**src/rtl/tap_cal_pkg.sv**
```systemverilog
package tap_cal_pkg;
  typedef enum logic [2:0] {
    ST_IDLE, ST_SETTLE, ST_RUN, ST_EVAL, ST_FINAL, ST_DONE
  } calState_t;

  // strobes from control to datapath
  typedef struct packed {
    logic clrAll;   // restart sweep at tap 0
    logic capture;  // latch self-test result fields
    logic record;   // score the latched result for current tap
    logic step;     // advance to next tap
    logic loadFinal;// apply chosen tap
  } calCtrl_t;
endpackage

```
**src/rtl/tap_cal_ctrl.sv**
```systemverilog
module tap_cal_ctrl
  import tap_cal_pkg::*;
#(
  parameter int SETTLE_CYC = 2
) (
  input  logic     clk,
  input  logic     rstN,
  input  logic     start,
  input  logic     statDone,
  input  logic     lastTap,
  output calCtrl_t ctrl,
  output logic     bistEn,
  output logic     done
);
  localparam int CW = $clog2(SETTLE_CYC + 1);

  calState_t state, stateNext;
  logic [CW-1:0] settleCnt;

  always_ff @(posedge clk or negedge rstN) begin
    if (!rstN) begin
      state     <= ST_IDLE;
      settleCnt <= '0;
    end else begin
      state <= stateNext;
      if (state == ST_SETTLE) settleCnt <= settleCnt + 1'b1;
      else                    settleCnt <= '0;
    end
  end

  always_comb begin
    stateNext = state;
    ctrl      = '0;
    unique case (state)
      ST_IDLE: if (start) begin
        ctrl.clrAll = 1'b1;
        stateNext   = ST_SETTLE;
      end
      ST_SETTLE: if (settleCnt == CW'(SETTLE_CYC - 1)) stateNext = ST_RUN;
      ST_RUN: if (statDone) begin
        ctrl.capture = 1'b1;
        stateNext    = ST_EVAL;
      end
      ST_EVAL: begin
        ctrl.record = 1'b1;
        if (lastTap) stateNext = ST_FINAL;
        else begin
          ctrl.step = 1'b1;
          stateNext = ST_SETTLE;
        end
      end
      ST_FINAL: begin
        ctrl.loadFinal = 1'b1;
        stateNext      = ST_DONE;
      end
      ST_DONE: stateNext = ST_IDLE;
      default: stateNext = ST_IDLE;
    endcase
  end

  assign bistEn = (state == ST_RUN);
  assign done   = (state == ST_DONE);
endmodule

```
**src/rtl/tap_cal_dp.sv**
```systemverilog
module tap_cal_dp
  import tap_cal_pkg::*;
#(
  parameter int          TAP_W       = 6,
  parameter int          LANES       = 4,
  parameter int          CNT_W       = 8,
  parameter int          DEFAULT_TAP = 8,
  parameter logic [31:0] SENTINEL    = 32'hAA55_AA55
) (
  input  logic                   clk,
  input  logic                   rstN,
  input  calCtrl_t               ctrl,
  input  logic [2*CNT_W-1:0]     statFields,
  input  logic [CNT_W-1:0]       runCount,
  output logic                   lastTap,
  output logic [LANES*TAP_W-1:0] laneTaps
);
  localparam logic [TAP_W-1:0] TAP_MAX = '1;

  logic [TAP_W-1:0] tapReg, laneReg, finalTap;
  logic [TAP_W:0]   passCnt;
  logic [31:0]      firstPass;
  logic [TAP_W-1:0] lastPass;
  logic [CNT_W-1:0] passRuns, failRuns;
  logic             passOk;
  logic [TAP_W:0]   winSum;

  assign passOk  = (failRuns == '0) && (passRuns == runCount);
  assign lastTap = (tapReg == TAP_MAX);
  assign winSum  = {1'b0, firstPass[TAP_W-1:0]} + {1'b0, lastPass};
  assign finalTap = (passCnt == '0) ? TAP_W'(DEFAULT_TAP) : winSum[TAP_W:1];

  always_ff @(posedge clk or negedge rstN) begin
    if (!rstN) begin
      tapReg    <= '0;
      laneReg   <= '0;
      passCnt   <= '0;
      firstPass <= SENTINEL;
      lastPass  <= '0;
      passRuns  <= '0;
      failRuns  <= '0;
    end else begin
      if (ctrl.clrAll) begin
        tapReg    <= '0;
        laneReg   <= '0;
        passCnt   <= '0;
        firstPass <= SENTINEL;
        lastPass  <= '0;
      end
      if (ctrl.capture) begin
        passRuns <= statFields[CNT_W-1:0];
        failRuns <= statFields[2*CNT_W-1:CNT_W];
      end
      if (ctrl.record && passOk) begin
        passCnt  <= passCnt + 1'b1;
        lastPass <= tapReg;
        if (firstPass == SENTINEL) firstPass <= {{(32-TAP_W){1'b0}}, tapReg};
      end
      if (ctrl.step) begin
        tapReg  <= tapReg + 1'b1;
        laneReg <= tapReg + 1'b1;
      end
      if (ctrl.loadFinal) laneReg <= finalTap;
    end
  end

  for (genvar g = 0; g < LANES; g++) begin : g_lane
    assign laneTaps[g*TAP_W +: TAP_W] = laneReg;
  end
endmodule

```
**src/rtl/tap_sweep_cal.sv**
```systemverilog
module tap_sweep_cal
  import tap_cal_pkg::*;
#(
  parameter int TAP_W       = 6,
  parameter int LANES       = 4,
  parameter int CNT_W       = 8,
  parameter int SETTLE_CYC  = 2,
  parameter int DEFAULT_TAP = 8,
  localparam int STAT_W     = 1 + 2*CNT_W
) (
  input  logic                   clk,
  input  logic                   rstN,
  input  logic                   start,
  output logic                   done,
  output logic [LANES*TAP_W-1:0] laneTaps,
  output logic                   bistEn,
  input  logic [STAT_W-1:0]      bistStatus,
  input  logic [CNT_W-1:0]       runCount
);
  calCtrl_t ctrl;
  logic     lastTap;

  tap_cal_ctrl #(.SETTLE_CYC(SETTLE_CYC)) u_ctrl (
    .clk(clk), .rstN(rstN), .start(start), .statDone(bistStatus[0]),
    .lastTap(lastTap), .ctrl(ctrl), .bistEn(bistEn), .done(done)
  );

  tap_cal_dp #(.TAP_W(TAP_W), .LANES(LANES), .CNT_W(CNT_W),
               .DEFAULT_TAP(DEFAULT_TAP)) u_dp (
    .clk(clk), .rstN(rstN), .ctrl(ctrl), .statFields(bistStatus[STAT_W-1:1]),
    .runCount(runCount), .lastTap(lastTap), .laneTaps(laneTaps)
  );
endmodule

```
**config.mk**
```make
export PLATFORM = sky130hd
export DESIGN_NAME = tap_sweep_cal
export DESIGN_NICKNAME = d
export VERILOG_FILES = /design/src/rtl/tap_cal_pkg.sv /design/src/rtl/tap_cal_ctrl.sv /design/src/rtl/tap_cal_dp.sv /design/src/rtl/tap_sweep_cal.sv
export SDC_FILE = /design/constraint.sdc
export NUM_CORES = 1
export LEC_CHECK = 0
export BUFFER_PORTS_ARGS = -buffer_cell sky130_fd_sc_hd__buf_2
export CORE_MARGIN = 10
export CORE_UTILIZATION = 55
export DETAILED_ROUTE_END_ITERATION = 7
export PLACE_DENSITY = 0.78
export SYNTH_ARGS = -nofsm -noshare
export SYNTH_HDL_FRONTEND = slang
export SYNTH_HIERARCHICAL = 1
export SYNTH_SLANG_ARGS = --single-unit
export TNS_END_PERCENT = 10
```
**constraint.sdc**
```tcl
create_clock -name clk -period 2.4 [get_ports clk]
set_input_delay 0.12 -clock clk [delete_from_list [all_inputs] [get_ports clk]]
set_output_delay 0.12 -clock clk [all_outputs]
set_load 0.05 [all_outputs]
```
After elaboration in Yosys (flattened, before gate mapping). Index checks and enable logic that the tools add are counted. Widths: inputs -> output; s select.

Bits in registers: 78. Output and inout bits: 26.

Add/subtract/negate cells: 4. Equality and inequality tests: 12. Muxes and demuxes: 23. Reductions and logical operators: 9.

Operators with widths (count): $mux 32 (3); $eq 32x32->1 const B (1); $mux 6 (5); $pmux 3 s5 (1); $mux 7 (2); $mux 3 (4); $eq 8x8->1 (1); $logic_not 8->1 (1); $add 6x6->7 (1); $add 7x1->7 const B (1); $logic_not 7->1 (1); $add 6x1->6 const B (1); $eq 3x2->1 const B (2); $eq 3x3->1 const B (2); $eq 6x6->1 const B (1); $mux 1 (6); $mux 2 (2); $ne 2x2->1 const B (2); $reduce_bool 2->1 (2); $eq 3x1->1 const B (1); $logic_not 3->1 (1); $reduce_and 3->1 (1); $reduce_bool 3->1 (1); $add 2x1->2 const B (1); other kinds (3) (4).

Longest topological paths before layout. Gate-level depths: netlist of the first run.

Word-level depth: 5. Gate-level depth with buffers: 10.

Modules after synthesis. The synthesis of the first run kept the hierarchy.

Modules (own cells, without submodules): tap_cal_dp (area an instance 3505.9 um^2, cells an instance 318, sequential area each 1846.8 um^2, instances 1); tap_cal_ctrl (area an instance 319.1 um^2, cells an instance 30, sequential area each 125.1 um^2, instances 1).

Least setup slack after synthesis of the first run. No wires, ideal clock.

Path type: register to register. From: register u_ctrl.state[2]. To: register u_dp.firstPass[24]. Clock period less this slack: 2124 ps. Setup time: 135 ps. Path slack: 276 ps. Arrival time: 1988 ps. Cell stages (with the launch flop): 11. Data required time: 2265 ps. Path buffers: 3. Path through: dfrtp_1 > buf_4 > nor2b_4 > and2_4 > nor3b_1 > nand4_1 > or3_1 > buf_2 > nor3_4 > buf_4 > nor3b_1.

RTL lines: start, declared (RTL line tap_cal_ctrl.sv:17) `calState_t state, stateNext;`; start signal, assigned (RTL line tap_cal_ctrl.sv:25) `state <= stateNext;`; end signal, assigned (RTL line tap_cal_dp.sv:57) `if (firstPass == SENTINEL) firstPass <= {{(32-TAP_W){1'b0}}, tapReg};`; end, declared (RTL line tap_cal_dp.sv:22) `logic [31:0] firstPass;`.

==> results of run 1 <==
cell usage after synthesis (3+ instances only):
cell type	instances
nor4bb_1	6
nor3_1	4
buf_4	22
ha_1	9
a21o_1	6
mux2_2	17
mux2i_1	3
xnor2_1	13
dfstp_2	16
nand3b_1	3
xor2_1	4
nor3b_1	16
nor2_1	42
a21oi_1	14
nand3_1	7
nand4_1	7
clkbuf_1	12
nand2_1	18
o22ai_1	5
dfrtp_1	62
inv_1	7
o21ai_0	10
a22o_1	4
a31o_2	4
metrics by stage:
stage	worst slack, ns	instance area [sq um]	hold WS (ns)
after floorplan	0.276	3820	-0.176
after global placement	0.278	4090	0.330
after detailed placement	0.225	4090	0.327
after CTS	0.213	4370	0.000529
after global routing	0.115	4370	0.000953
final	0.208	4370	0.0151
registers in the layout (all words and copies together), names as in the netlist:
register	count
u_ctrl/settleCnt	2
u_ctrl/state	3
u_dp/failRuns	8
u_dp/firstPass	32
u_dp/laneReg	6
u_dp/lastPass	6
u_dp/passCnt	7
u_dp/passRuns	8
u_dp/tapReg	6
area by class of cell:
class                      instances  area (sq um)
tap                               96           120
fill                             536          2430
clock inverter                     6          38.8
sequential                        78          1970
clock buffer                      10           128
multi-input combinational        225          1590
timing repair buffer              75           485
inverter                           8          30.0
cell families after synthesis:
| group | synth area share |
|---|---|
| simple gates | 0.187 |
| buf+inv | 0.0700 |
| mux | 0.0579 |
| xor+xnor | 0.0389 |
| compound gates | 0.0955 |
| fa+ha+maj | 0.0347 |
| flops | 0.516 |
worst max-delay path by stage:
stage | start | end | slack [ns] | cells after the start
after floorplan | u_ctrl/state[2] | u_dp/firstPass[24] | 0.28 | 10
after global routing | u_ctrl/state[2] | u_dp/passCnt[2] | 0.12 | 8
after detailed placement | u_ctrl/state[2] | u_dp/passCnt[2] | 0.22 | 8
after global placement | u_ctrl/state[2] | u_dp/passCnt[2] | 0.28 | 8
after CTS | u_ctrl/state[2] | u_dp/passCnt[2] | 0.21 | 8
final | u_ctrl/state[2] | u_dp/passCnt[2] | 0.21 | 8
repair_timing:
item	4_1_cts	5_1_grt
hold buffers	11	0
hold endpoints to repair	72	0
endpoints found under the setup margin	0	0
per-layer routing:
| layer | part of all wire | GRT usage |
|---|---|---|
| met4 | 0.010 | 0.0513 |
| met1 | 0.44 | 0.177 |
| met2 | 0.49 | 0.237 |
| met3 | 0.056 | 0.0425 |
| met5 | 0 | 0 |
power by group:
part | internal (uW) | leakage, uW | switching (uW)
clock network | 372 | 0.0000820 | 468
logic | 474 | 0.00102 | 804
registers | 1520 | 0.000993 | 151
total | 2360 | 0.00210 | 1420
==> metrics.cfg, run 1 <==
[cells_and_area]
n_antenna_cell=0
layout.cells.non_filler=498
syn2layout_area_growth_pct=14.1
nets=435
drive_gt1_frac=0.311
final_common_cell=dfrtp_1
final_cell_mix=dfrtp_1, buf_2, nor2_1, nand2_1, mux2_2
final_util=0.643

[logic_synthesis]
synthesis.nets=386
synth_area_sq_um=3820
yosysTopAreaCell=dfrtp_1
ys_seq_elements=78
yosys_warnings=6
yosysSeqAreaShare=0.516
synth_top_cell_area_share=0.406
yosys-top-cells-area=dfrtp_1, dfstp_2, mux2_2
ys.flop_type=dfrtp_1
syn_area_per_cell_sq_um=11.0
async_flop_share=1.00
netlist_instances=348
yosysUniqueCellTypes=51
synth_edf_count=0

[route]
via_per_inst=5.30
drtIter0Drc=121
ant_nets=0
vias=2640
wl_per_cell_um=14.9
drt-pass1-iter-count=4
drc_errors=0
routed_wl_um=7410

[clock_tree]
clk_path_buf_depth=2
h-tree-depth=3
insertion_delay_ns=0.34
cts_setup_buffers=0
cts.clk_slew.worst_paths_ns=0.08
cts_buffers=9
cts_root_buffer=clkbuf_8
ctsResizeCount=0
cts_tree=built
cts.sinks=78

[pwr]
peakVddDrop_uv=483
power.density_nw_per_um2=867
leakage_uw=0.00210
total_power_uw=3790

[sta]
setup_violations=0
rsz0062_at_grt=false
final.setup.tns_ns=0
post-route-period-util=0.913
finClkSkew_ns=0.00740
relSlewSlack=0.365
fin_crit_ns=2.19
hold_viol=0
finalMaxSlewViolations=0
fmax_ghz=0.456
worstMarginPinSlew_ns=0.953

[min_path]
hp-class=in2reg
worstHoldEndpoint=u_dp/failRuns[1]
whs_path_depth=2
min-delay-start=bistStatus[10]

[global_route]
antenna_found_initial=0
grt_pass1_vias=2647
grt_max_degree=79
gr-total-overflow=0
grt_util_all_layers=0.145
grt_pass1_wl_um=12300

[die]
fp-row-count=30
initial_utilization=0.563
die_width_um=103
ioPinCount=54
dieArea_sq_um=10700
die_h_um=103
core_area_sq_um=6790

[run_status]
status=finished, final reports clean

[place]
dp_hpwl_um=5180
portBuffers=53
place_congestion=0.825
numPlacedInstances=471

[job]
maxCapViolCount=0

[worst_setup_path]
timing.rr.end=u_dp/passCnt[2]
worstPathCellList=nor2b_4 > and2_4 > nor3b_1 > nand4_1 > or3_1 > buf_4 > mux2i_1 > a21o_1
rr_startpoint=u_ctrl/state[2]
critical-path-top-delay-family=simple AND/OR/NAND/NOR gates
critPathMaxFanout=8
cp_slowest_stage_delay_ns=0.43
endpoint_kind=flop
criticalPathCategory=reg2reg
cpMaxStageDelayCell=or3_1
cp.arrival_ns=2.43
start_kind=flop
cp.buffers_inverters=1
required_ns=2.63
r2r_cells=8
r2r_slack_ns=0.21

(Power assumes the default switching activity.)
==> inputs of run 2 (changes only) <==
Settings changed: SYNTH_HIERARCHICAL 1 to default.
==> run 2 against run 1 <==
  * Sequential power hardly changed
  * Critical endpoint is now u_dp.firstPass[18]
  * Wire length is 4.9% lower
  * Critical path depth is 2 lower
  * Combinational power is 25% lower
  * Critical path type unchanged
  * Register-to-register slack better by 0.18 ns
  * Area after synthesis is 3.6% lower
  * Sequential share of layout area is 1.4 points higher
  * Non-clock buffer count is 4 lower
  * Total power is 2.8% lower
  * Core utilization is 1.7 points higher
  * Clock power is 25% higher
  * Clock skew is 0.0020 ns lower
==> metrics.cfg, run 2 <==
[global_route]
gr-total-overflow=0  ; unchanged
grt_pass1_wl_um=11800  ; -3.6%
antenna_found_initial=0  ; unchanged
grt_pass1_vias=2650  ; +0.11%
grt_util_all_layers=0.142  ; -0.00289
grt_max_degree=79  ; unchanged

[logic_synthesis]
yosysSeqAreaShare=0.535  ; +0.0191
synth_area_sq_um=3690  ; -3.6%
synth_top_cell_area_share=0.421  ; +0.0150
ys_top_cells_by_count=dfrtp_1, nor2_1, nand2_1
yosys_warnings=0  ; -6
yosys-top-cells-area=dfrtp_1, dfstp_2, mux2_2
ys.flop_type=dfrtp_1
yosysTopAreaCell=dfrtp_1
synthesis.nets=379  ; -1.8%
synth_edf_count=0  ; unchanged
yosys.cell_count.top_type=dfrtp_1
netlist_instances=341  ; -2.0%
yosysUniqueCellTypes=42  ; -18%
async_flop_share=1.00  ; unchanged
ys_seq_elements=78  ; unchanged
syn_area_per_cell_sq_um=10.8  ; -1.6%

[clock_tree]
cts_setup_buffers=0  ; unchanged
clk_path_buf_depth=2  ; unchanged
cts_buffers=9  ; unchanged
cts.sinks=78  ; unchanged
insertion_delay_ns=0.35  ; about the same
cts_tree=built
h-tree-depth=3  ; unchanged
cts_root_buffer=clkbuf_8
cts.clk_slew.worst_paths_ns=0.08  ; about the same

[route]
wl_per_cell_um=14.9  ; +0.16%
ant_nets=0  ; unchanged
drc_errors=0  ; unchanged
vias=2613  ; -1.0%
via_per_inst=5.52  ; +4.2%
drtIter0Drc=91  ; -25%
routed_wl_um=7050  ; -4.9%
drt-pass1-iter-count=4  ; unchanged

[sta]
rsz0062_at_grt=false
fmax_ghz=0.496  ; +8.7%
worstMarginPinSlew_ns=0.952  ; -0.000640 ns
post-route-period-util=0.840  ; -0.0735
setup_violations=0  ; unchanged
fin_crit_ns=2.02  ; -0.176 ns
relSlewSlack=0.365  ; +0.000426
finalMaxSlewViolations=0  ; unchanged
fin_ws_ns=0.385  ; +0.176 ns
holdWs_ns=0.00372  ; -0.0114 ns
finClkSkew_ns=0.00541  ; -0.00199 ns
hold_viol=0  ; unchanged
final.setup.tns_ns=0  ; unchanged

[cells_and_area]
largest_reg_flops=32  ; unchanged
syn2layout_area_growth_pct=14.9
multi_input_area_sq_um=1500  ; -6.1%
nFillCells=487  ; -9.1%
regMostFlops=u_dp.firstPass
final_common_cell=dfrtp_1
seqCellArea_sq_um=1970  ; unchanged
drive_gt1_frac=0.290  ; -0.0205
largest_registers=u_dp.firstPass x32, u_dp.failRuns x8, u_dp.passRuns x8
final_util=0.660  ; +0.0173
n_antenna_cell=0  ; unchanged
nets=429  ; -1.4%
final_cell_mix=dfrtp_1, buf_2, nor2_1, nand2_1, mux2_2

[min_path]
min-delay-start=bistStatus[4]
worstHoldEndpoint=u_dp.passRuns[3]
hp-class=in2reg
whs_path_depth=2  ; unchanged

[worst_setup_path]
start_kind=flop
cp.buffers_inverters=1  ; unchanged
required_ns=2.68  ; +0.05 ns
critPathMaxFanout=12  ; +4
r2r_cells=6  ; -2
critical-path-top-delay-family=simple AND/OR/NAND/NOR gates
timing.rr.end=u_dp.firstPass[18]
cpMaxStageDelayCell=or3_1
cp.arrival_ns=2.30  ; -0.13 ns
endpoint_kind=flop
cp_slowest_stage_delay_ns=0.51  ; +0.08 ns
rr_startpoint=u_dp.failRuns[2]
r2r_slack_ns=0.38  ; +0.18 ns
worstPathCellList=nor4_1 > nand4_1 > or3_1 > nor3_4 > buf_4 > nor2_1
criticalPathCategory=reg2reg

[pwr]
power.density_nw_per_um2=869  ; +0.17%
p_int_uw=2480  ; +4.8%
p_seq_frac=0.453  ; +0.012
swShare=0.327  ; -0.0486
clock_power_share=0.285  ; +0.063
peakVddDrop_uv=494  ; +2.2%
leakage_uw=0.00207  ; -1.2%
combPwrFrac=0.262  ; -0.076
p_sw_uw=1200  ; -15%
total_power_uw=3680  ; -2.8%

[die]
die_width_um=102  ; -1.5%
dieArea_sq_um=10400  ; -2.9%
initial_utilization=0.574  ; +0.0113
ioPinCount=54  ; unchanged
core_area_sq_um=6420  ; -5.5%
die_h_um=102  ; -1.5%
fp-row-count=29  ; -3.3%

[place]
pre_cts_ws_ns=0.366  ; +0.142 ns
portBuffers=53  ; unchanged
place_congestion=0.816  ; -1.1%
dp_hpwl_um=5060  ; -2.4%

[job]
maxCapViolCount=0  ; unchanged

[run_status]
status=finished, final reports clean

[run 2: per-stage QoR]
stage / cells / cell area, sq um
3_3_place_gp: 446 / 3910
6_report: 473 / 4240
2_1_floorplan: 341 / 3690
3_5_place_dp: 446 / 3910
4_1_cts: 473 / 4240
5_1_grt: 473 / 4240
[run 2: worst max path at each step]
stage,start,endpoint,slack (ns),cells after the start
finish,u_dp.failRuns[2],u_dp.firstPass[18],0.38,6
global route,u_dp.failRuns[0],u_dp.firstPass[22],0.21,6
CTS,u_dp.failRuns[2],u_dp.firstPass[27],0.35,6
detailed placement,u_dp.failRuns[2],u_dp.firstPass[31],0.37,6
global placement,u_dp.failRuns[1],u_dp.firstPass[15],0.40,6
floorplan,u_ctrl.state[2],done,0.53,2
[run 2: final cells by class]
type | count | area share
clock buffer | 10 | 0.0301
tap | 77 | 0.0227
clock inverter | 6 | 0.0204
sequential | 78 | 0.465
multi-input combinational | 223 | 0.353
timing repair buffer | 71 | 0.102
inverter | 8 | 0.00709
[run 2: logic make-up (layout without fill, tap and decap cells)]
kind of cell             Yosys count  in the layout  share of synthesized area
XOR/XNOR                          16             16                     0.0380
buffers and inverters             40             95                     0.0631
adder cells (fa/ha/maj)           10             10                     0.0360
AND/OR/NAND/NOR                  126            126                      0.175
AO/OA/AOI/OAI                     50             50                     0.0896
flip-flops                        78             78                      0.535
multiplexers                      21             21                     0.0638
[run 2: metal layers]
| layer | GRT usage | vias to the layer above | part of all wire |
|---|---|---|---|
| li1 | - | 1252 | - |
| met1 | 0.164 | 1278 | 0.44 |
| met2 | 0.235 | 77 | 0.47 |
| met3 | 0.0547 | 6 | 0.077 |
| met4 | 0.0521 | 0 | 0.0096 |
| met5 | 0 | - | 0 |
[run 2: repair_timing]
item,in CTS,in global routing
hold buffers,11,0
endpoints found under the hold margin,72,0
gates resized for setup,0,0
setup endpoints to repair,0,0
[run 2: power by group through the flow]
stage | combinational, uW | clock, uW | sequential, uW
CTS | 981 | 1080 | 1670
floorplan | 754 | 0 | 1700
finish | 966 | 1050 | 1670
global placement | 944 | 0 | 1670
global route | 1050 | 1120 | 1690
detailed placement | 965 | 0 | 1690
